$ cat config.mk
export PLATFORM = sky130hd
export DESIGN_NAME = i2c_cmd_master
export DESIGN_NICKNAME = d
export VERILOG_FILES = /design/src/rtl/i2c_cmd_pkg.sv /design/src/rtl/i2c_quarter_tick.sv /design/src/rtl/i2c_cmd_decode.sv /design/src/rtl/i2c_cmd_master.sv
export SDC_FILE = /design/constraint.sdc
export NUM_CORES = 1
export LEC_CHECK = 0
export ABC_AREA = 0
export BUFFER_PORTS_ARGS = -buffer_cell sky130_fd_sc_hd__clkbuf_2
export CAP_MARGIN = 30
export CORE_ASPECT_RATIO = 0.7
export CORE_UTILIZATION = 57
export CTS_CLUSTER_DIAMETER = 100
export DETAILED_ROUTE_END_ITERATION = 10
export GPL_TIMING_DRIVEN = 0
export PLACE_DENSITY_LB_ADDON = 0.15
export SETUP_SLACK_MARGIN = 0.3
export SYNTH_ARGS = -nofsm -noshare
export SYNTH_HDL_FRONTEND = slang
export SYNTH_HIERARCHICAL = 1
export SYNTH_SLANG_ARGS = --single-unit
$ cat constraint.sdc
create_clock -name clk_i -period 2.45 [get_ports clk_i]
set_input_delay 0.245 -clock clk_i [delete_from_list [all_inputs] [get_ports clk_i]]
set_output_delay 0.245 -clock clk_i [all_outputs]
set_load 0.02 [all_outputs]
$ cat src/rtl/i2c_cmd_pkg.sv
package i2c_cmd_pkg;

    localparam logic [3:0] CODE_NOOP   = 4'b0000;
    localparam logic [3:0] CODE_RXACK  = 4'b0010;
    localparam logic [3:0] CODE_TX     = 4'b0011;
    localparam logic [3:0] CODE_STOP   = 4'b0101;
    localparam logic [3:0] CODE_RXLAST = 4'b0110;
    localparam logic [3:0] CODE_START  = 4'b1001;

    localparam int          BYTE_BITS = 8;
    localparam int          SLOT_W    = $clog2(BYTE_BITS + 1);
    localparam logic [SLOT_W-1:0] ACK_SLOT = SLOT_W'(BYTE_BITS);

    typedef enum logic [2:0] {
        OP_NOOP,
        OP_START,
        OP_STOP,
        OP_TX,
        OP_RXACK,
        OP_RXLAST,
        OP_BAD
    } op_e;

    typedef struct packed {
        logic                 busy;
        logic                 exec;
        logic                 run;
        logic [1:0]           phase;
        op_e                  op;
        logic [SLOT_W-1:0]    slot;
        logic [BYTE_BITS-1:0] sh;
        logic [BYTE_BITS-1:0] data;
        logic                 sda_oe;
        logic                 nack;
        logic                 err;
        logic                 done;
    } mst_state_t;

    localparam mst_state_t MST_RESET = '{
        busy:   1'b0,
        exec:   1'b0,
        run:    1'b0,
        phase:  2'd3,
        op:     OP_NOOP,
        slot:   '0,
        sh:     '0,
        data:   '0,
        sda_oe: 1'b0,
        nack:   1'b0,
        err:    1'b0,
        done:   1'b0
    };

endpackage

$ cat src/rtl/i2c_quarter_tick.sv
module i2c_quarter_tick #(
    parameter int QTR_CYCLES = 4
) (
    input  logic clk_i,
    input  logic rst_ni,
    output logic tick_o
);
    localparam int CW = (QTR_CYCLES > 1) ? $clog2(QTR_CYCLES) : 1;
    localparam logic [CW-1:0] LAST = CW'(QTR_CYCLES - 1);

    logic [CW-1:0] cnt_d, cnt_q;

    always_comb begin
        tick_o = (cnt_q == LAST);
        cnt_d  = tick_o ? '0 : cnt_q + 1'b1;
    end

    always_ff @(posedge clk_i or negedge rst_ni) begin
        if (!rst_ni) cnt_q <= '0;
        else         cnt_q <= cnt_d;
    end
endmodule

$ cat src/rtl/i2c_cmd_decode.sv
module i2c_cmd_decode
    import i2c_cmd_pkg::*;
(
    input  logic [3:0] cmd_i,
    output op_e        op_o
);
    always_comb begin
        case (cmd_i)
            CODE_NOOP:   op_o = OP_NOOP;
            CODE_START:  op_o = OP_START;
            CODE_STOP:   op_o = OP_STOP;
            CODE_TX:     op_o = OP_TX;
            CODE_RXACK:  op_o = OP_RXACK;
            CODE_RXLAST: op_o = OP_RXLAST;
            default:     op_o = OP_BAD;
        endcase
    end
endmodule

$ cat src/rtl/i2c_cmd_master.sv
module i2c_cmd_master
    import i2c_cmd_pkg::*;
#(
    parameter int QTR_CYCLES = 4
) (
    input  logic       clk_i,
    input  logic       rst_ni,
    input  logic       cmd_we_i,
    input  logic [3:0] cmd_i,
    input  logic       data_we_i,
    input  logic [7:0] data_i,
    input  logic       err_clr_i,
    input  logic       sda_i,
    output logic       scl_o,
    output logic       sda_oe_o,
    output logic [7:0] data_o,
    output logic       busy_o,
    output logic       done_o,
    output logic       err_o,
    output logic       nack_o
);
    logic       tick;
    op_e        dec_op;
    logic       accept;
    logic       is_xfer;
    logic       is_rx;
    mst_state_t st_d, st_q;

    i2c_quarter_tick #(.QTR_CYCLES(QTR_CYCLES)) u_tick (
        .clk_i  (clk_i),
        .rst_ni (rst_ni),
        .tick_o (tick)
    );

    i2c_cmd_decode u_dec (
        .cmd_i (cmd_i),
        .op_o  (dec_op)
    );

    always_comb begin
        st_d      = st_q;
        st_d.done = 1'b0;
        accept    = cmd_we_i && !st_q.busy;
        is_rx     = (st_q.op == OP_RXACK) || (st_q.op == OP_RXLAST);
        is_xfer   = is_rx || (st_q.op == OP_TX);

        // register side: data load, error clear, command accept
        if (data_we_i && !st_q.busy) st_d.data = data_i;
        if (err_clr_i) st_d.err = 1'b0;
        if (accept) begin
            if (dec_op == OP_BAD) begin
                st_d.err = 1'b1;
            end else begin
                st_d.busy = 1'b1;
                st_d.exec = 1'b0;
                st_d.op   = dec_op;
            end
        end

        // bus side: quarter-period sequencing
        if (tick) begin
            case (st_q.phase)
                2'd0, 2'd1: st_d.phase = st_q.phase + 2'd1;
                2'd2: begin
                    // entering the middle of SCL high
                    st_d.phase = 2'd3;
                    if (st_q.exec) begin
                        case (st_q.op)
                            OP_START: st_d.sda_oe = 1'b1;
                            OP_STOP:  st_d.sda_oe = 1'b0;
                            OP_TX: begin
                                if (st_q.slot == ACK_SLOT) st_d.nack = sda_i;
                            end
                            OP_RXACK, OP_RXLAST: begin
                                if (st_q.slot != ACK_SLOT)
                                    st_d.sh = {st_q.sh[BYTE_BITS-2:0], sda_i};
                            end
                            default: ;
                        endcase
                    end
                end
                default: begin
                    // slot boundary: SCL falls if the clock runs
                    st_d.phase = st_q.run ? 2'd0 : 2'd3;
                    if (st_q.busy && !st_q.exec) begin
                        if (st_q.op == OP_NOOP) begin
                            st_d.run   = 1'b0;
                            st_d.busy  = 1'b0;
                            st_d.done  = 1'b1;
                            st_d.phase = 2'd3;
                        end else begin
                            st_d.exec  = 1'b1;
                            st_d.run   = 1'b1;
                            st_d.phase = 2'd0;
                            st_d.slot  = '0;
                            case (st_q.op)
                                OP_START: st_d.sda_oe = 1'b0;
                                OP_STOP:  st_d.sda_oe = 1'b1;
                                OP_TX: begin
                                    st_d.sda_oe = ~st_q.data[BYTE_BITS-1];
                                    st_d.sh     = {st_q.data[BYTE_BITS-2:0], 1'b0};
                                end
                                default:  st_d.sda_oe = 1'b0;
                            endcase
                        end
                    end else if (st_q.exec) begin
                        if (!is_xfer || (st_q.slot == ACK_SLOT)) begin
                            st_d.exec = 1'b0;
                            st_d.busy = 1'b0;
                            st_d.done = 1'b1;
                            if (is_xfer) st_d.sda_oe = 1'b0;
                            if (is_rx)   st_d.data   = st_q.sh;
                        end else begin
                            st_d.slot = st_q.slot + 1'b1;
                            if (st_q.slot + 1'b1 == ACK_SLOT) begin
                                st_d.sda_oe = (st_q.op == OP_RXACK);
                            end else if (st_q.op == OP_TX) begin
                                st_d.sda_oe = ~st_q.sh[BYTE_BITS-1];
                                st_d.sh     = {st_q.sh[BYTE_BITS-2:0], 1'b0};
                            end else begin
                                st_d.sda_oe = 1'b0;
                            end
                        end
                    end
                end
            endcase
        end
    end

    always_ff @(posedge clk_i or negedge rst_ni) begin
        if (!rst_ni) st_q <= MST_RESET;
        else         st_q <= st_d;
    end

    assign scl_o    = st_q.phase[1];
    assign sda_oe_o = st_q.sda_oe;
    assign data_o   = st_q.data;
    assign busy_o   = st_q.busy;
    assign done_o   = st_q.done;
    assign err_o    = st_q.err;
    assign nack_o   = st_q.nack;
endmodule

; Word level (Yosys, flattened, before mapping)
; Cells that the tools add are included.
[totals]
elab_cells = 125
ff_bits = 34
out_inout_bits = 14
[classes]
eq_ne = 27
n_mux = 54
bitwise_logic = 5
add_sub_neg = 3
reduce_logical = 23
[ops]
columns = cell, count
row1 = $mux 8, 11
row2 = $mux 12, 3
row3 = $mux 21, 1
row4 = $mux 1, 20
row5 = $pmux 3 s6, 1
row6 = $mux 2, 8
row7 = $pmux 8 s2, 1
row8 = $eq 4x4->1 const B, 3
row9 = $mux 10, 1
row10 = $reduce_and 10->1, 1
row11 = $reduce_and 5->1, 2
row12 = $eq 3x3->1 const B, 3
row13 = $mux 3, 3
row14 = $ne 3x2->1 const B, 3
row15 = $eq 4x2->1 const B, 2
row16 = $eq 4x3->1 const B, 2
row17 = $ne 2x2->1 const B, 4
row18 = $reduce_and 7->1, 1
row19 = $eq 3x2->1 const B, 2
row20 = $pmux 1 s2, 3
row21 = $mux 5, 1
row22 = $not 1->1, 5
row23 = $add 2x1->2 const B, 2
row24 = $add 4x1->4 const B, 1
row25 = 19 further kinds, 28

; Longest topological paths before layout
[depth]
ltp_word = 10
ltp_mapped = 8
mapped_depth_nobuf = 7

; Cells and area by module
; Netlist, hierarchy kept.
[modules_own_cells]
columns = mod, cells_per_inst, seq_area_each_um2, n_inst, area_each_um2
row1 = i2c_cmd_master, 206, 803.3, 1, 1964.4
row2 = i2c_cmd_decode, 11, 0.0, 1, 93.8
row3 = i2c_quarter_tick, 4, 50.0, 1, 66.3

; Worst setup path before layout
; Ideal clock, no wire load.
[synth_timing]
path_type = reg-to-reg
start = register st_q (netlist bit scl_o)
end = register st_q[14] (netlist bit)
stages_incl_launch_ff = 7
setup_time_ns = 0.128
arrival_ns = 1.857
synth_period_minus_slack_ns = 1.984
required_time_ns = 2.322
path_slack_ns = 0.466
path_cell_list = dfstp_2 > ha_1 > clkbuf_1 > a31oi_1 > nor3_2 > nand2_4 > mux2_1
[synth_between]
elab_chain_len = 4
[synth_lines]
columns = element, line
row1 = "start, declared", i2c_cmd_master.sv:27  ; mst_state_t st_d, st_q;
row2 = "start signal, assigned", i2c_cmd_master.sv:132  ; else st_q <= st_d;
row3 = $eq 2x1->1 / $logic_not 2->1 (equally long branches), i2c_cmd_master.sv:62  ; case (st_q.phase)
row4 = $reduce_or 2->1, n/a
row5 = $not 1->1 (no source line), n/a
row6 = $reduce_and 10->1 (no source line), n/a
; Parallel ways exist; a longest one is shown, timed or not.
; A chain may end at the register's enable or synchronous reset.

; Final worst setup path
[layout_timing]
start = register st_q[27] (netlist bit)
end = register st_q[18] (netlist bit)
; The elaborated chain is that of the path after synthesis.

==> flow_summary_export.csv <==
group,metric,value,unit
yosys,ys_seq_area_share,40.2,%
cells_and_area,area_growth,16.7,%
place,hpwl,3000,um
yosys,synth_fa_ha_area_share,4.71,%
floorplan,initial_utilization,60.1,%
sta,fin_ws,0.404,ns
yosys,yosysWarnings,6,
setup_path,required,2.62,ns
place,gp_congestion,0.799,
clock_network,cts_tree,"built",
setup_path,r2r_setup_slack,0.40,ns
place,port_buffers,31,
outcome,violations,"DRC",
floorplan,io_pins,32,
pwr,power_density,1030,mW/mm^2
cells_and_area,final_nets,286,
place,dp_cells,302,
global_routing,antenna_found_initial,0,
cells_and_area,fin_cells,311,
clock_network,hold_buffers,0,
sta,finalHoldViolCount,0,
clock_network,numCtsBuffers,5,
setup_path,arrival,2.22,ns
setup_path,path_max_fanout,8,
place,post-place-ws,0.287,ns
clock_network,cts_root_buffer,"clkbuf_8",
detailed_routing,drt.antenna.violating_nets,0,
floorplan,die_h,53.1,um
yosys,synth_mux_area_share,9.48,%
setup_path,rr_worst_depth,7,
yosys,netlist_instances,221,
clock_network,clkSinkCount,34,
clock_network,clk_latency,0.28,ns
sta,setup_viol_count_final,0,
detailed_routing,wl_met1,2230,um
sta,grt_setup_unrepaired,"no",
detailed_routing,via_per_inst,5.46,
detailed_routing,avgRoutedWirePerCell,13.1,um
yosys,synth_top_family_by_area,"simple AND/OR/NAND/NOR gates",
sta,worstMarginPinSlew,0.828,ns
pwr,power_leakage,1.22,nW
detailed_routing,wirelength,4070,um
setup_path,r2r_start,"st_q[27]",
global_routing,gr-total-overflow,0,
global_routing,track_usage,23.7,%
yosys,synth_cell_types,57,
cells_and_area,n_antenna_cell,0,
sta,min_period,2.05,ns
worst_hold_path,min_path_type,"input pin to asynchronous set/reset pin",
clock_network,clkTransAtPathRegs,0.07,ns
global_routing,grt_max_degree,35,
sta,finalCritPeriodShare,83.5,%
detailed_routing,first_pass_iters,7,
detailed_routing,met2_length,1610,um
detailed_routing,wl_met3,171,um
sta,fin_setup_tns,0,ns
detailed_routing,drcViolationCount,1,
setup_path,cp-end-kind,"flop",
yosys,yosys_register_bits,34,
yosys,synth_compound_area_share,16.8,%
global_routing,grt_pass1_wl,6790,um
global_routing,grt_pass1_vias,1431,
yosys,synthSimpleGateAreaFrac,20.4,%
outcome,outcome,"complete, but fails checks",
yosys,syn-cell-area,0.00212,mm^2
yosys,avgSynthCellArea,9.61,um^2
flow_run,cap_violations,0,
sta,finalMaxSlewViolations,0,
yosys,synth_xor_area_share,1.24,%
setup_path,rr_endpoint,"st_q[18]",
clock_network,ctsHtreeMaxLevel,2,
detailed_routing,highest_layer,"met4",
cells_and_area,drive_gt1_share,31.0,%
detailed_routing,dr_total_vias,1697,
sta,maxSlewHeadroom,44.8,%
sta,timing.fmax,489,MHz
floorplan,die_x,75.0,um
yosys,synth_edf_count,0,
pwr,peakVddDrop,0.705,mV
yosys,async_flop_share,100,%
yosys,syn_nets,247,
detailed_routing,drt_iter0_drc,147,
sta,clock_skew,0.00498,ns
sta,worst_hold_slack,0.0457,ns
yosys,synth_flop_cell,"dfrtp_1",
setup_path,criticalPathCategory,"flop to flop",
floorplan,fp.dieArea,0.00398,mm^2
floorplan,design.core.area,0.00354,mm^2
setup_path,start_kind,"flop",
pwr,finalPower,2.56,mW
floorplan,rows,18,
clock_network,cts_max_path_buffers,2,
## synth_stat cells, types with 2 or more instances
master / instances / area, um^2
a32o_1: 2 / 20.0
dfrtp_1: 32 / 801
o211ai_1: 2 / 15.0
and3b_1: 3 / 26.3
o22a_1: 2 / 17.5
a211oi_1: 2 / 15.0
mux2_2: 7 / 78.8
clkbuf_1: 4 / 15.0
dfstp_2: 2 / 52.6
a31oi_1: 2 / 12.5
nand2b_1: 6 / 37.5
nor2_1: 18 / 67.6
ha_1: 8 / 100
mux2i_1: 10 / 100
xnor2_1: 2 / 17.5
a22o_1: 3 / 26.3
inv_1: 8 / 30.0
a21oi_1: 11 / 55.1
nand3_1: 4 / 20.0
nor2b_1: 6 / 37.5
mux2_1: 2 / 22.5
buf_4: 9 / 67.6
o21ai_0: 11 / 55.1
nor3_1: 4 / 20.0
nand2_1: 23 / 86.3
nor4_1: 2 / 12.5
buf_1: 2 / 7.51
buf_6: 2 / 22.5
buf_2: 2 / 10.0
nand3b_1: 3 / 22.5
## kinds of logic (layout without fill, tap and decap cells)
kind of cell	Yosys count	in the layout
AO/OA/AOI/OAI	50	50
XOR/XNOR	3	3
adder cells (fa/ha/maj)	8	8
buffers and inverters	27	67
flip-flops	34	34
multiplexers	19	19
AND/OR/NAND/NOR	80	80
## worst max-delay path, cell delays in order, from the launching register on
cell,delay (ns)
dfstp_2,0.58
inv_2,0.06
ha_4,0.17
nor4bb_4,0.27
a31oi_1,0.08
nor3_2,0.31
nand2_4,0.15
mux2_4,0.32
## power breakdown
group | internal (mW) | leakage [nW] | switching (mW) | total, mW
Sequential | 0.736 | 0.426 | 0.146 | 0.882
Combinational | 0.563 | 0.743 | 0.699 | 1.26
Clock | 0.229 | 0.0455 | 0.191 | 0.420
Total | 1.53 | 1.22 | 1.04 | 2.56
## state kept, by name, summed over array words and instances (netlist names)
register	cells
done_o	1
sda_oe_o	1
nack_o	1
err_o	1
scl_o	1
st_q	18
u_tick/cnt_q	2
busy_o	1
data_o	8
## layer usage
| metal | vias up | global-route usage, % |
|---|---|---|
| li1 | 858 | - |
| met1 | 796 | 36.6 |
| met2 | 33 | 31.4 |
| met3 | 10 | 5.71 |
| met4 | 0 | 8.49 |
| met5 | - | 0 |
## layout by cell type, fill, tap and decap left out, types with 2 or more instances in the layout
cell type and count:
clkbuf_2 32, dfrtp_1 32, nand2_1 23, nor2_1 18, buf_4 11, o21ai_0 11
a21oi_1 11, mux2i_1 10, inv_1 7, mux2_2 7, ha_1 7, nor2b_1 6
nand2b_1 6, clkbuf_8 6, nand3_1 4, nor3_1 4, clkbuf_1 4, and3b_1 3
nand3b_1 3, a22o_1 3, buf_1 2, buf_2 2, buf_6 2, o22a_1 2
o211ai_1 2, nor4_1 2, a31oi_1 2, xnor2_1 2, a211oi_1 2, a32o_1 2
mux2_4 2, dfstp_2 2
## repair_timing
action	in CTS	in global routing
pin swaps	0	3
endpoints found under the hold margin	0	0
buffers inserted	0	1
endpoints found under the setup margin	3	6
resized for setup	2	10
## metrics by stage
step	cell area [um^2]	util (%)
4_1_cts	2430	68.9
3_5_place_dp	2340	66.2
5_1_grt	2480	70.1
6_report	2480	70.1
3_3_place_gp	2340	66.2
2_1_floorplan	2120	-
## area by class of cell
type | count | area (um^2)
inverters | 8 | 30.0
well taps | 50 | 62.6
flip-flops and latches | 34 | 853
fillers | 287 | 1060
multi-input cells | 160 | 1150
repair buffers | 32 | 163
clock buffers | 8 | 90.1
plain buffers | 19 | 128
## worst max path at each step
stage	slack [ns]	endpoint	start	depth (start not counted)
4_1_cts	0.33	st_q[17]	st_q[27]	8
3_3_place_gp	0.26	st_q[14]	scl_o	6
3_5_place_dp	0.29	st_q[17]	st_q[27]	8
5_1_grt	0.33	st_q[18]	st_q[27]	7
2_1_floorplan	0.47	st_q[14]	scl_o	6
6_report	0.40	st_q[18]	st_q[27]	7
Note: power is estimated with default switching activity, not from simulation.
